### src/rtl/irqfe_pkg.sv
package irqfe_pkg;
  localparam int unsigned LINES  = 8;
  localparam int unsigned DATA_W = 8;
  typedef logic [LINES-1:0] line_vec_t;
endpackage

### src/rtl/irqfe_sync.sv
module irqfe_sync #(
  parameter int unsigned WIDTH  = 18,
  parameter int unsigned STAGES = 2
) (
  input  logic             clk,
  input  logic [WIDTH-1:0] async_i,
  output logic [WIDTH-1:0] sync_o
);
  logic [WIDTH-1:0] chain_q [STAGES];

  // no reset: during reset the chain fills with real pin levels
  always_ff @(posedge clk) begin
    chain_q[0] <= async_i;
    for (int i = 1; i < STAGES; i++) chain_q[i] <= chain_q[i-1];
  end

  assign sync_o = chain_q[STAGES-1];
endmodule

### src/rtl/irqfe_regs.sv
module irqfe_regs
  import irqfe_pkg::*;
#(
  parameter int unsigned           ADDR_W   = 12,
  parameter logic [ADDR_W-1:0]     POL_ADDR = 12'hFCD,
  parameter logic [ADDR_W-1:0]     SRC_ADDR = 12'hFCE
) (
  input  logic              clk,
  input  logic              rst,
  input  logic [ADDR_W-1:0] addr_i,
  input  logic              wr_i,
  input  logic              rd_i,
  input  logic [DATA_W-1:0] wdata_i,
  output logic [DATA_W-1:0] rdata_o,
  output line_vec_t         pol_o,
  output line_vec_t         src_o,
  output line_vec_t         hold_o
);
  line_vec_t        pol_q, src_q, hold_q;
  logic [DATA_W-1:0] rdata_q;
  logic             wr_pol, wr_src;
  line_vec_t        src_eff_mask;

  assign wr_pol = wr_i && (addr_i == POL_ADDR);
  assign wr_src = wr_i && (addr_i == SRC_ADDR);
  // bit 0 of the source register steers nothing
  assign src_eff_mask = {{(LINES-1){1'b1}}, 1'b0};

  always_ff @(posedge clk) begin
    if (rst) begin
      pol_q  <= '0;
      src_q  <= '0;
      hold_q <= '0;
    end else begin
      hold_q <= '0;
      if (wr_pol) begin
        pol_q  <= wdata_i;
        hold_q <= pol_q ^ wdata_i;
      end
      if (wr_src) begin
        src_q  <= wdata_i;
        hold_q <= (src_q ^ wdata_i) & src_eff_mask;
      end
    end
  end

  always_ff @(posedge clk) begin
    if (rst) begin
      rdata_q <= '0;
    end else if (rd_i) begin
      if (addr_i == POL_ADDR)      rdata_q <= pol_q;
      else if (addr_i == SRC_ADDR) rdata_q <= src_q;
      else                         rdata_q <= '0;
    end
  end

  assign rdata_o = rdata_q;
  assign pol_o   = pol_q;
  assign src_o   = src_q;
  assign hold_o  = hold_q;

  AST_UNMAPPED_READ_ZERO: assert property (@(posedge clk) disable iff (rst)
    (rd_i && addr_i != POL_ADDR && addr_i != SRC_ADDR) |=> (rdata_o == '0));
  AST_POL_WRITE_STICKS: assert property (@(posedge clk) disable iff (rst)
    wr_pol |=> (pol_o == $past(wdata_i)));
  AST_SRC_WRITE_STICKS: assert property (@(posedge clk) disable iff (rst)
    wr_src |=> (src_o == $past(wdata_i)));
endmodule

### src/rtl/irqfe_edge.sv
module irqfe_edge (
  input  logic clk,
  input  logic rst,
  input  logic sel_i,
  input  logic rise_i,
  input  logic hold_i,
  output logic irq_o
);
  logic prev_q, irq_q, hit;

  assign hit = rise_i ? (sel_i & ~prev_q) : (~sel_i & prev_q);

  always_ff @(posedge clk) begin
    // the previous-sample flop always follows the current source,
    // so after a retarget it holds the new source's level
    prev_q <= sel_i;
    if (rst || hold_i) irq_q <= 1'b0;
    else               irq_q <= hit;
  end

  assign irq_o = irq_q;

  AST_SINGLE_PULSE: assert property (@(posedge clk) disable iff (rst)
    irq_o |=> !irq_o);
  AST_HOLD_BLOCKS: assert property (@(posedge clk) disable iff (rst)
    hold_i |=> !irq_o);
  AST_IRQ_NEEDS_CHANGE: assert property (@(posedge clk) disable iff (rst)
    irq_o |-> ($past(sel_i) != $past(sel_i, 2)));
endmodule

### src/rtl/edge_irq_frontend.sv
module edge_irq_frontend
  import irqfe_pkg::*;
#(
  parameter int unsigned           ADDR_W           = 12,
  parameter logic [ADDR_W-1:0]     POL_ADDR         = 12'hFCD,
  parameter logic [ADDR_W-1:0]     SRC_ADDR         = 12'hFCE,
  parameter int unsigned           SYNC_STAGES      = 2,
  parameter bit                    LINE0_FROM_PORTD = 1'b0
) (
  input  logic              clk,
  input  logic              rst,
  input  logic [7:0]        porta_in,
  input  logic [7:0]        portd_in,
  input  logic              lvd_in,
  input  logic              cmp_in,
  input  logic [ADDR_W-1:0] bus_addr,
  input  logic              bus_wr,
  input  logic              bus_rd,
  input  logic [7:0]        bus_wdata,
  output logic [7:0]        bus_rdata,
  output logic [7:0]        irq_out
);
  localparam int unsigned SYNC_W = 2 * LINES + 2;

  logic [SYNC_W-1:0] raw_in, sync_in;
  line_vec_t pa_s, pd_s, pol, src, hold, sel, irq;
  logic lvd_s, cmp_s;

  assign raw_in = {cmp_in, lvd_in, portd_in, porta_in};

  irqfe_sync #(.WIDTH(SYNC_W), .STAGES(SYNC_STAGES)) i_sync (
    .clk     (clk),
    .async_i (raw_in),
    .sync_o  (sync_in)
  );

  assign pa_s  = sync_in[LINES-1:0];
  assign pd_s  = sync_in[2*LINES-1:LINES];
  assign lvd_s = sync_in[2*LINES];
  assign cmp_s = sync_in[2*LINES+1];

  irqfe_regs #(.ADDR_W(ADDR_W), .POL_ADDR(POL_ADDR), .SRC_ADDR(SRC_ADDR)) i_regs (
    .clk     (clk),
    .rst     (rst),
    .addr_i  (bus_addr),
    .wr_i    (bus_wr),
    .rd_i    (bus_rd),
    .wdata_i (bus_wdata),
    .rdata_o (bus_rdata),
    .pol_o   (pol),
    .src_o   (src),
    .hold_o  (hold)
  );

  for (genvar x = 0; x < LINES; x++) begin : g_line
    if (x == 0) begin : g_fixed
      assign sel[x] = LINE0_FROM_PORTD ? pd_s[x] : pa_s[x];
    end else if (x == 6) begin : g_cmp
      assign sel[x] = src[x] ? cmp_s : pa_s[x];
    end else if (x == 7) begin : g_lvd
      assign sel[x] = src[x] ? lvd_s : pa_s[x];
    end else begin : g_portd
      assign sel[x] = src[x] ? pd_s[x] : pa_s[x];
    end

    irqfe_edge i_edge (
      .clk    (clk),
      .rst    (rst),
      .sel_i  (sel[x]),
      .rise_i (pol[x]),
      .hold_i (hold[x]),
      .irq_o  (irq[x])
    );
  end

  assign irq_out = irq;

  AST_RESET_QUIET: assert property (@(posedge clk)
    rst |=> (irq_out == '0 && bus_rdata == '0));
  AST_LINE7_ALT: assert property (@(posedge clk) disable iff (rst)
    (src[7] && $stable(src[7]) && $stable(lvd_s) && $stable(pol[7])) |=> !irq_out[7]);
endmodule

### config.mk
export PLATFORM = sky130hd
export DESIGN_NAME = edge_irq_frontend
export DESIGN_NICKNAME = d
export VERILOG_FILES = /design/src/rtl/irqfe_pkg.sv /design/src/rtl/irqfe_sync.sv /design/src/rtl/irqfe_regs.sv /design/src/rtl/irqfe_edge.sv /design/src/rtl/edge_irq_frontend.sv
export SDC_FILE = /design/constraint.sdc
export NUM_CORES = 1
export LEC_CHECK = 0
export ABC_CLOCK_PERIOD_IN_PS = 1500
export BUFFER_PORTS_ARGS = -buffer_cell sky130_fd_sc_hd__buf_2
export CORE_ASPECT_RATIO = 0.75
export CORE_MARGIN = 8
export CORE_UTILIZATION = 30
export CTS_CLUSTER_DIAMETER = 80
export DETAILED_ROUTE_END_ITERATION = 8
export PLACE_DENSITY = 0.55
export REMOVE_ABC_BUFFERS = 1
export SYNTH_ARGS = -nofsm -noshare
export SYNTH_HDL_FRONTEND = slang
export SYNTH_SLANG_ARGS = --single-unit
### constraint.sdc
create_clock -name clk -period 1.5 [get_ports clk]
set_clock_uncertainty 0.05 [all_clocks]
set_input_delay 0 -clock clk [delete_from_list [all_inputs] [get_ports clk]]
set_output_delay 0 -clock clk [all_outputs]
set_load 0.02 [all_outputs]
Yosys cells after proc, flatten, opt, wreduce, memory -nomap -nowiden

Memories as Yosys holds them, arrays and structs flattened.
Cells that the tools add are included.

Flip-flop bits (word level): 48
Bits in latches: 0
Memory bits (writable): 36
Memory bits (read-only): 0
Bits of input ports: 42
Output and inout bits: 16
Word-level logic and storage cells: 89
Memories kept: 1

Memories:

| memory         | depth | bits a word | read ports | clocked after Yosys merged registers in | write ports | line            | source |
|---|---|---|---|---|---|---|---|
| i_sync.chain_q | 2     | 18          | 2          | 0                                       | 2           | irqfe_sync.sv:9 | `logic [WIDTH-1:0] chain_q [STAGES];` |

Add/subtract/negate cells: 0
Multiply operators: 0
Div/mod/pow operators: 0
$lt $le $gt $ge: 0
Equal/unequal tests: 2
Shifts and indexed selects: 0
Muxes and demuxes: 19
Bitwise operators: 35
Reduce and logical (&&, ||, !) cells: 11

Operator list:

| cell                   | number |
|---|---|
| $mux W8                | 4 |
| $eq A12 B12 Y1 const B | 2 |
| $not A1 Y1             | 17 |
| $and A1 B1 Y1          | 16 |
| $xor A8 B8 Y8          | 2 |
| $mux W1                | 15 |
| $logic_or A1 B1 Y1     | 8 |
| $reduce_or A3 Y1       | 1 |
| $logic_and A1 B1 Y1    | 2 |

Logic depth before layout (Yosys ltp)

Gate-level depths: netlist of the first run.
An unclocked memory read counts as a cell.

Depth in word-level cells: 5
Gate-level depth with buffers: 5
Depth with buffers taken out: 3

Modules after synthesis

A second synthesis of the first run with hierarchy kept.

Cell total of the unflattened synthesis: 236
Area total of the unflattened synthesis: 2920.3 sq um

By module, submodules not included:

| module            | instances | cells an instance | area an instance (sq um) | seq. area each (sq um) |
|---|---|---|---|---|
| irqfe_regs        | 1         | 135               | 1408.9                   | 640.6 |
| irqfe_sync        | 1         | 54                | 855.8                    | 720.7 |
| irqfe_edge        | 8         | 5                 | 68.8                     | 40.0 |
| edge_irq_frontend | 1         | 7                 | 105.1                    | 0.0 |

Worst setup path after synthesis of the first run

No wires, ideal clock.

Kind: register to register
Start: reg i_regs.src_q[1], in the netlist i_regs.src_o[1]
End: reg g_line[1].i_edge.irq_q
Library setup time: 131 ps
Arrival time: 879 ps
Required time: 1319 ps
Slack: 440 ps
Cell stages (with the launch flop): 4
Path buffers: 0
Period minus slack after synthesis: 1060 ps
Cell sequence: dfxtp_1 > mux2_2 > mux2i_1 > nor3_1

Cells in the longest elaborated chain, start to end: 4
Elaborated cells between the ends (all ways): 5
Classes of those cells: mux: 2; bitwise: 3

Ends and longest elaborated chain:

| item                             | line                    | source |
|---|---|---|
| start: declaration               | irqfe_regs.sv:19        | `line_vec_t pol_q, src_q, hold_q;` |
| start signal: assignment         | irqfe_regs.sv:41        | `src_q <= wdata_i;` |
| $mux W1 (*)                      | edge_irq_frontend.sv:63 | `assign sel[x] = src[x] ? pd_s[x] : pa_s[x];` |
| named net g_line[1].i_edge.sel_i | irqfe_edge.sv:4         | `input logic sel_i,` |
| $not A1 Y1                       | irqfe_edge.sv:11        | `assign hit = rise_i ? (sel_i & ~prev_q) : (~sel_i & prev_q);` |
| $and A1 B1 Y1                    | irqfe_edge.sv:11        |  |
| $mux W1 (*)                      | irqfe_edge.sv:11        |  |
| end signal: assignment           | irqfe_edge.sv:18        | `else irq_q <= hit;` |
| end: declaration                 | irqfe_edge.sv:9         | `logic prev_q, irq_q, hit;` |

The timed path passes the listed nets; every way through them passes the cells marked *.
A chain may end at the register's enable or synchronous reset.

==> results.sh, run 1 <==
export IMPL_finalCoreUtilization_pct=40.41
export IMPL_syn_inst=229
export IMPL_timing_fmax_ghz=0.7434
export IMPL_r2r_slack_ps=330
export IMPL_p_comb_share_pct=5.2
export IMPL_setup_violations_final=0
export IMPL_drcViolationCount=0
export IMPL_async_flop_share_pct=0
export IMPL_ir_drop_v=0.0005877
export IMPL_post_dp_cell_area_mm2=0.003039
export IMPL_routed_via_density=4.376
export IMPL_port_buffers=54
export IMPL_synth_seq_cells=78
export IMPL_nets=351
export IMPL_power_frac_clock_pct=48.7
export IMPL_num_vias=1860
export IMPL_num_antenna_cells=0
export IMPL_post_route_min_period_ps=1345
export IMPL_synth_distinct_cells=26
export IMPL_dp_cells=386
export IMPL_maxCapViolations=0
export IMPL_hp_class="in2reg"
export IMPL_routedWlPerCell_um=13.79
export IMPL_cts_max_level=3
export IMPL_slew_headroom_pct=57.53
export IMPL_holdPathEnd="i_regs.rdata_o[0]"
export IMPL_finalCritPeriodShare_pct=89.67
export IMPL_layout_common_cells="dfxtp_1, buf_2, nand2b_1, dlygate4sd3_1, mux2i_1"
export IMPL_hold_viol_final=0
export IMPL_grt_pass1_wl_um=10040
export IMPL_areaGrowthSynthToFinish_pct=33.50
export IMPL_cts_reportedPaths_clkPinSlew_ps=60
export IMPL_root_buffer="clkbuf_16"
export IMPL_worst_slew_pin_slew_ps=634.7
export IMPL_grt_util_all_layers_pct=10.52
export IMPL_dr_pass1_iters=4
export IMPL_syn_area_per_cell_um2=11.76
export IMPL_place_congestion=0.7006
export IMPL_dp_hpwl_um=4146
export IMPL_synth_main_ff_cell="dfxtp_1"
export IMPL_numClockSinks=78
export IMPL_fin_area_mm2=0.003595
export IMPL_clock_path_buffers=2
export IMPL_layout_commonest_cell="dfxtp_1"
export IMPL_arrival_ps=1530
export IMPL_p_seq_share_pct=46.1
export IMPL_die_area_mm2=0.01229
export IMPL_grt_overflow=0
export IMPL_cts_tree="yes"
export IMPL_synth_edff_count=0
export IMPL_core_rowCount=30
export IMPL_outcome="finished, final reports clean"
export IMPL_setup_tns_ps=0
export IMPL_grt_max_degree=21
export IMPL_rsz0062_at_grt="no"
export IMPL_initial_utilization_pct=30.27
export IMPL_insertion_delay_ps=330
export IMPL_yosysWarnings=0
export IMPL_hold_depth=4
export IMPL_drive_gt1_share_pct=26.84
export IMPL_detail_route_iter0_violations=58
export IMPL_ant_nets=0
export IMPL_critPathKind="in2reg"
export IMPL_cp_required_ps=1690
export IMPL_leakage_nw=1.528
export IMPL_synth_cell_area_mm2=0.002693
export IMPL_antenna_found_initial=0
export IMPL_min_from="bus_rd"
export IMPL_end_kind="flop"
export IMPL_crit_path_start_kind="input port"
export IMPL_worst_r2r_endpoint="g_line[5].i_edge.irq_o"
export IMPL_post_cts_buffers=0
export IMPL_p_per_area_mw_per_mm2=1298
export IMPL_fin_cells=425
export IMPL_grt_pass1_vias=2063
export IMPL_slew_violations=0
export IMPL_p_int_w=0.003771
export IMPL_top_level_ports=58
export IMPL_rr_startpoint="i_regs.src_o[5]"
export IMPL_p_switching_w=0.0008956
export IMPL_die_y_um=98.05
export IMPL_numCtsBuffers=9
export IMPL_critPathMaxFanout=16
export IMPL_yosysSeqAreaShare_pct=57.99
export IMPL_core_mm2=0.008896
export IMPL_switching_share_pct=19.19
export IMPL_die_x_um=125.4
export IMPL_ff2ff_path_depth=3
export IMPL_drt_total_wl_um=5861
[final cells by class]
type / count / area [um2]
fill: 836 / 5301
sequential: 78 / 1562
multi-input combinational: 130 / 1003
timing repair buffer: 83 / 548.0
clock buffer: 12 / 246.5
tap: 112 / 140.1
clock inverter: 3 / 68.82
inverter: 7 / 26.28
[registers in the layout (all words and copies together), names as in the netlist]
register,flops
g_line.i_edge.prev_q,8
g_line.i_edge.irq_o,8
i_regs.hold_o,8
i_regs.pol_o,8
i_sync.chain_q,30
i_regs.src_o,8
i_regs.rdata_o,8
[worst max-delay path by stage]
stage,from,end,slack (ps)
2_1_floorplan,i_regs.src_o[1],g_line[1].i_edge.irq_o,460
3_3_place_gp,bus_addr[4],i_regs.hold_o[1],270
3_5_place_dp,bus_addr[4],i_regs.hold_o[2],210
4_1_cts,rst,i_regs.hold_o[2],150
5_1_grt,rst,i_regs.hold_o[2],70
6_report,rst,i_regs.hold_o[5],150
[repair_timing]
item | 4_1_cts | 5_1_grt
hold buffers | 24 | 0
endpoints found under the hold margin | 42 | 0
gates resized for setup | 0 | 0
[layer usage]
layer | share of wire [%] | vias to the layer above | GRT usage (%)
met5 | 0 | - | 0
met4 | 1.3 | 0 | 3.638
met3 | 6.3 | 11 | 5.335
met2 | 46 | 32 | 17.20
met1 | 46 | 857 | 11.61
li1 | - | 960 | -
[power groups by stage]
stage	clock [W]	combinational (W)	sequential, W
2_1_floorplan	0	0.0000829	0.00220
3_3_place_gp	0	0.000188	0.00219
3_5_place_dp	0	0.000193	0.00220
4_1_cts	0.00233	0.000243	0.00215
5_1_grt	0.00244	0.000267	0.00216
6_report	0.00227	0.000241	0.00215
[logic make-up (layout without fill, tap and decap cells)]
logic type	after synthesis	after routing	share of synthesized area, %
and+or+nand+nor	68	68	16.40
AOI/OAI and AO/OA	31	31	9.062
DFF	78	78	57.99
xor gates and xnor gates	1	1	0.3253
buffers and inverters	21	105	4.740
muxes	30	30	11.48
[cells in the mapped netlist (7+ instances only)]
cell | count | area share [%]
a211oi_1 | 7 | 2.0
dfxtp_1 | 78 | 58
nor2b_1 | 14 | 3.3
a22oi_1 | 8 | 2.2
buf_4 | 9 | 2.5
nor3_1 | 8 | 1.5
o221a_1 | 7 | 2.9
mux2_2 | 7 | 2.9
mux2i_1 | 23 | 8.6
nand2b_1 | 24 | 5.6
inv_1 | 7 | 0.98
o21ai_0 | 8 | 1.5
nand2_1 | 9 | 1.3
[critical path, cell delays in order]
cell and delay, ps:
dlygate4sd3_1 560, buf_2 210, nand4b_2 420, a211oi_1 330
[per-stage QoR]
step / hold WS, ps / setup WS [ps] / total power [W]
floorplan: -22.28 / 455.1 / 0.002286
global placement: 52.66 / 270.8 / 0.002383
detailed placement: 54.02 / 205.8 / 0.002390
CTS: 46.00 / 152.0 / 0.004723
global route: 67.27 / 68.78 / 0.004867
finish: 57.66 / 154.9 / 0.004666
Power figures use the tool's default switching activity.
==> run 2, diff against run 1 <==
- ABC_CLOCK_PERIOD_IN_PS: 1500 -> 1400
- clock period: 1.5 -> 1.4 ns (I/O delays scaled with it)
==> run 2 against run 1 <==
Non-clock buffer count unchanged. Final cell count is 0.24% higher. Die area is the same. Clock power increased by 3%. Combinational power rose by 7%. Via count increased by 2.1%. Sequential power rose by 7%. Final area is 0.14% lower. Wire length barely moved. Global-route usage decreased by 0.35 points. Critical path depth is the same. Sequential share of layout area grew 0.061 points. Critical path type unchanged. Largest cell class unchanged. Largest power group unchanged.
==> results.sh, run 2 (synthesis gave the netlist of run 1 again) <==
export IMPL_core_rowCount=30
export IMPL_ff2ff_path_depth=3
export IMPL_critPathMaxFanout=9
export IMPL_dr_pass1_iters=4
export IMPL_nets=351
export IMPL_post_route_min_period_ps=1260
export IMPL_die_x_um=125.4
export IMPL_num_antenna_cells=0
export IMPL_die_area_mm2=0.01229
export IMPL_timing_fmax_ghz=0.7934
export IMPL_finalCritPeriodShare_pct=90.03
export IMPL_fin_area_mm2=0.003590
export IMPL_detail_route_iter0_violations=52
export IMPL_cts_tree="yes"
export IMPL_cts_reportedPaths_clkPinSlew_ps=60
export IMPL_top_level_ports=58
export IMPL_post_cts_buffers=0
export IMPL_drt_total_wl_um=5857
export IMPL_arrival_ps=1450
export IMPL_slowest_stage="dlygate4sd3_1"
export IMPL_antenna_found_initial=0
export IMPL_r2r_slack_ps=240
export IMPL_layout_commonest_cell="dfxtp_1"
export IMPL_path_buf_inv=2
export IMPL_areaGrowthSynthToFinish_pct=33.32
export IMPL_hold_viol_final=0
export IMPL_critPathTopFamily="buffers and inverters"
export IMPL_core_mm2=0.008896
export IMPL_leakage_nw=1.519
export IMPL_multi_input_area_mm2=0.001003
export IMPL_layout_common_cells="dfxtp_1, buf_2, nand2b_1, dlygate4sd3_1, mux2i_1"
export IMPL_crit_path_end="i_regs.hold_o[1]"
export IMPL_post_dp_cell_area_mm2=0.003039
export IMPL_outcome="finished, final reports clean"
export IMPL_numCtsBuffers=9
export IMPL_clock_path_buffers=2
export IMPL_rr_startpoint="i_regs.src_o[5]"
export IMPL_worst_slew_pin_slew_ps=597.4
export IMPL_end_kind="flop"
export IMPL_grt_util_all_layers_pct=10.17
export IMPL_maxCapViolations=0
export IMPL_numClockSinks=78
export IMPL_hp_class="in2reg"
export IMPL_largest_reg_flops=30
export IMPL_p_per_area_mw_per_mm2=1365
export IMPL_startpoint="rst"
export IMPL_rsz0062_at_grt="no"
export IMPL_worst_r2r_endpoint="g_line[5].i_edge.irq_o"
export IMPL_setup_tns_ps=0
export IMPL_slew_headroom_pct=60.03
export IMPL_routed_via_density=4.458
export IMPL_cpPeakStageDelay_ps=550
export IMPL_port_buffers=54
export IMPL_initial_utilization_pct=30.27
export IMPL_post_cts_resized=0
export IMPL_cp_required_ps=1590
export IMPL_ant_nets=0
export IMPL_largest_register="i_sync.chain_q"
export IMPL_slew_violations=0
export IMPL_place_congestion=0.7307
export IMPL_grt_max_degree=28
export IMPL_grt_pass1_wl_um=9839
export IMPL_ir_drop_v=0.0006570
export IMPL_grt_pass1_vias=1986
export IMPL_drcViolationCount=0
export IMPL_cp_cell_sequence="dlygate4sd3_1 > buf_2 > nand4b_2 > a211oi_1"
export IMPL_num_vias=1899
export IMPL_grt_overflow=0
export IMPL_setup_violations_final=0
export IMPL_die_y_um=98.05
export IMPL_fillers=879
export IMPL_drive_gt1_share_pct=27.71
export IMPL_dp_hpwl_um=4081
export IMPL_seq_area_mm2=0.001562
export IMPL_cts_max_level=3
export IMPL_crit_path_start_kind="input port"
export IMPL_crit_cells=4
export IMPL_critPathKind="in2reg"
export IMPL_insertion_delay_ps=330
export IMPL_routedWlPerCell_um=13.75
export IMPL_root_buffer="clkbuf_16"
[run 2: per-layer routing]
layer | GRT usage (%) | share of wire (%)
met2 | 16.28 | 46
met5 | 0 | 0
met1 | 12.17 | 48
met3 | 3.974 | 4.5
met4 | 3.638 | 1.2
[run 2: layout make-up]
type / count / share of cell area [%]
Sequential cell: 78 / 43.50
Multi-Input combinational cell: 130 / 27.95
Timing Repair Buffer: 83 / 15.27
Clock buffer: 11 / 7.041
Tap cell: 112 / 3.904
Clock inverter: 5 / 1.603
Inverter: 7 / 0.7320
[run 2: through the flow]
step                      util [%]  setup WS, ps  hold WS (ps)  total power (W)  std cells
final                        40.35         139.6         58.44         0.004900        426
after global routing         40.35         40.13         74.32         0.005088        426
after CTS                    40.35         115.3         65.57         0.004962        426
after detailed placement     34.16         125.0         53.61         0.002559        386
after global placement       34.16         164.2         51.78         0.002553        386
after floorplan                  -         355.1        -22.28         0.002450        215
[run 2: power breakdown]
| group | switching, W | total (W) | internal [W] |
|---|---|---|---|
| Combinational | 0.000108 | 0.000257 | 0.000149 |
| Sequential | 0.0000159 | 0.00230 | 0.00229 |
| Clock | 0.000867 | 0.00234 | 0.00147 |
[run 2: worst min-delay path: cells and delay by family]
family,cells,cell delay [ps]
AO/OA/AOI/OAI,1,60
AND/OR/NAND/NOR,2,230
buffers and inverters,1,90
[run 2: repair_timing]
item                                   in CTS  in global routing
endpoints found under the hold margin      41                  0
setup endpoints to repair                   0                  0
hold buffers                               24                  0
[run 2: how the worst min path moves through the flow]
stage	start	endpoint	slack (ps)	cells past startpoint
after CTS	bus_wr	i_regs.pol_o[0]	70	3
after floorplan	porta_in[0]	i_sync.chain_q[0][0]	-20	0
after global placement	porta_in[1]	i_sync.chain_q[0][1]	50	1
after detailed placement	porta_in[1]	i_sync.chain_q[0][1]	50	1
after global routing	bus_wr	i_regs.pol_o[1]	70	3
final	bus_rd	i_regs.rdata_o[1]	60	4
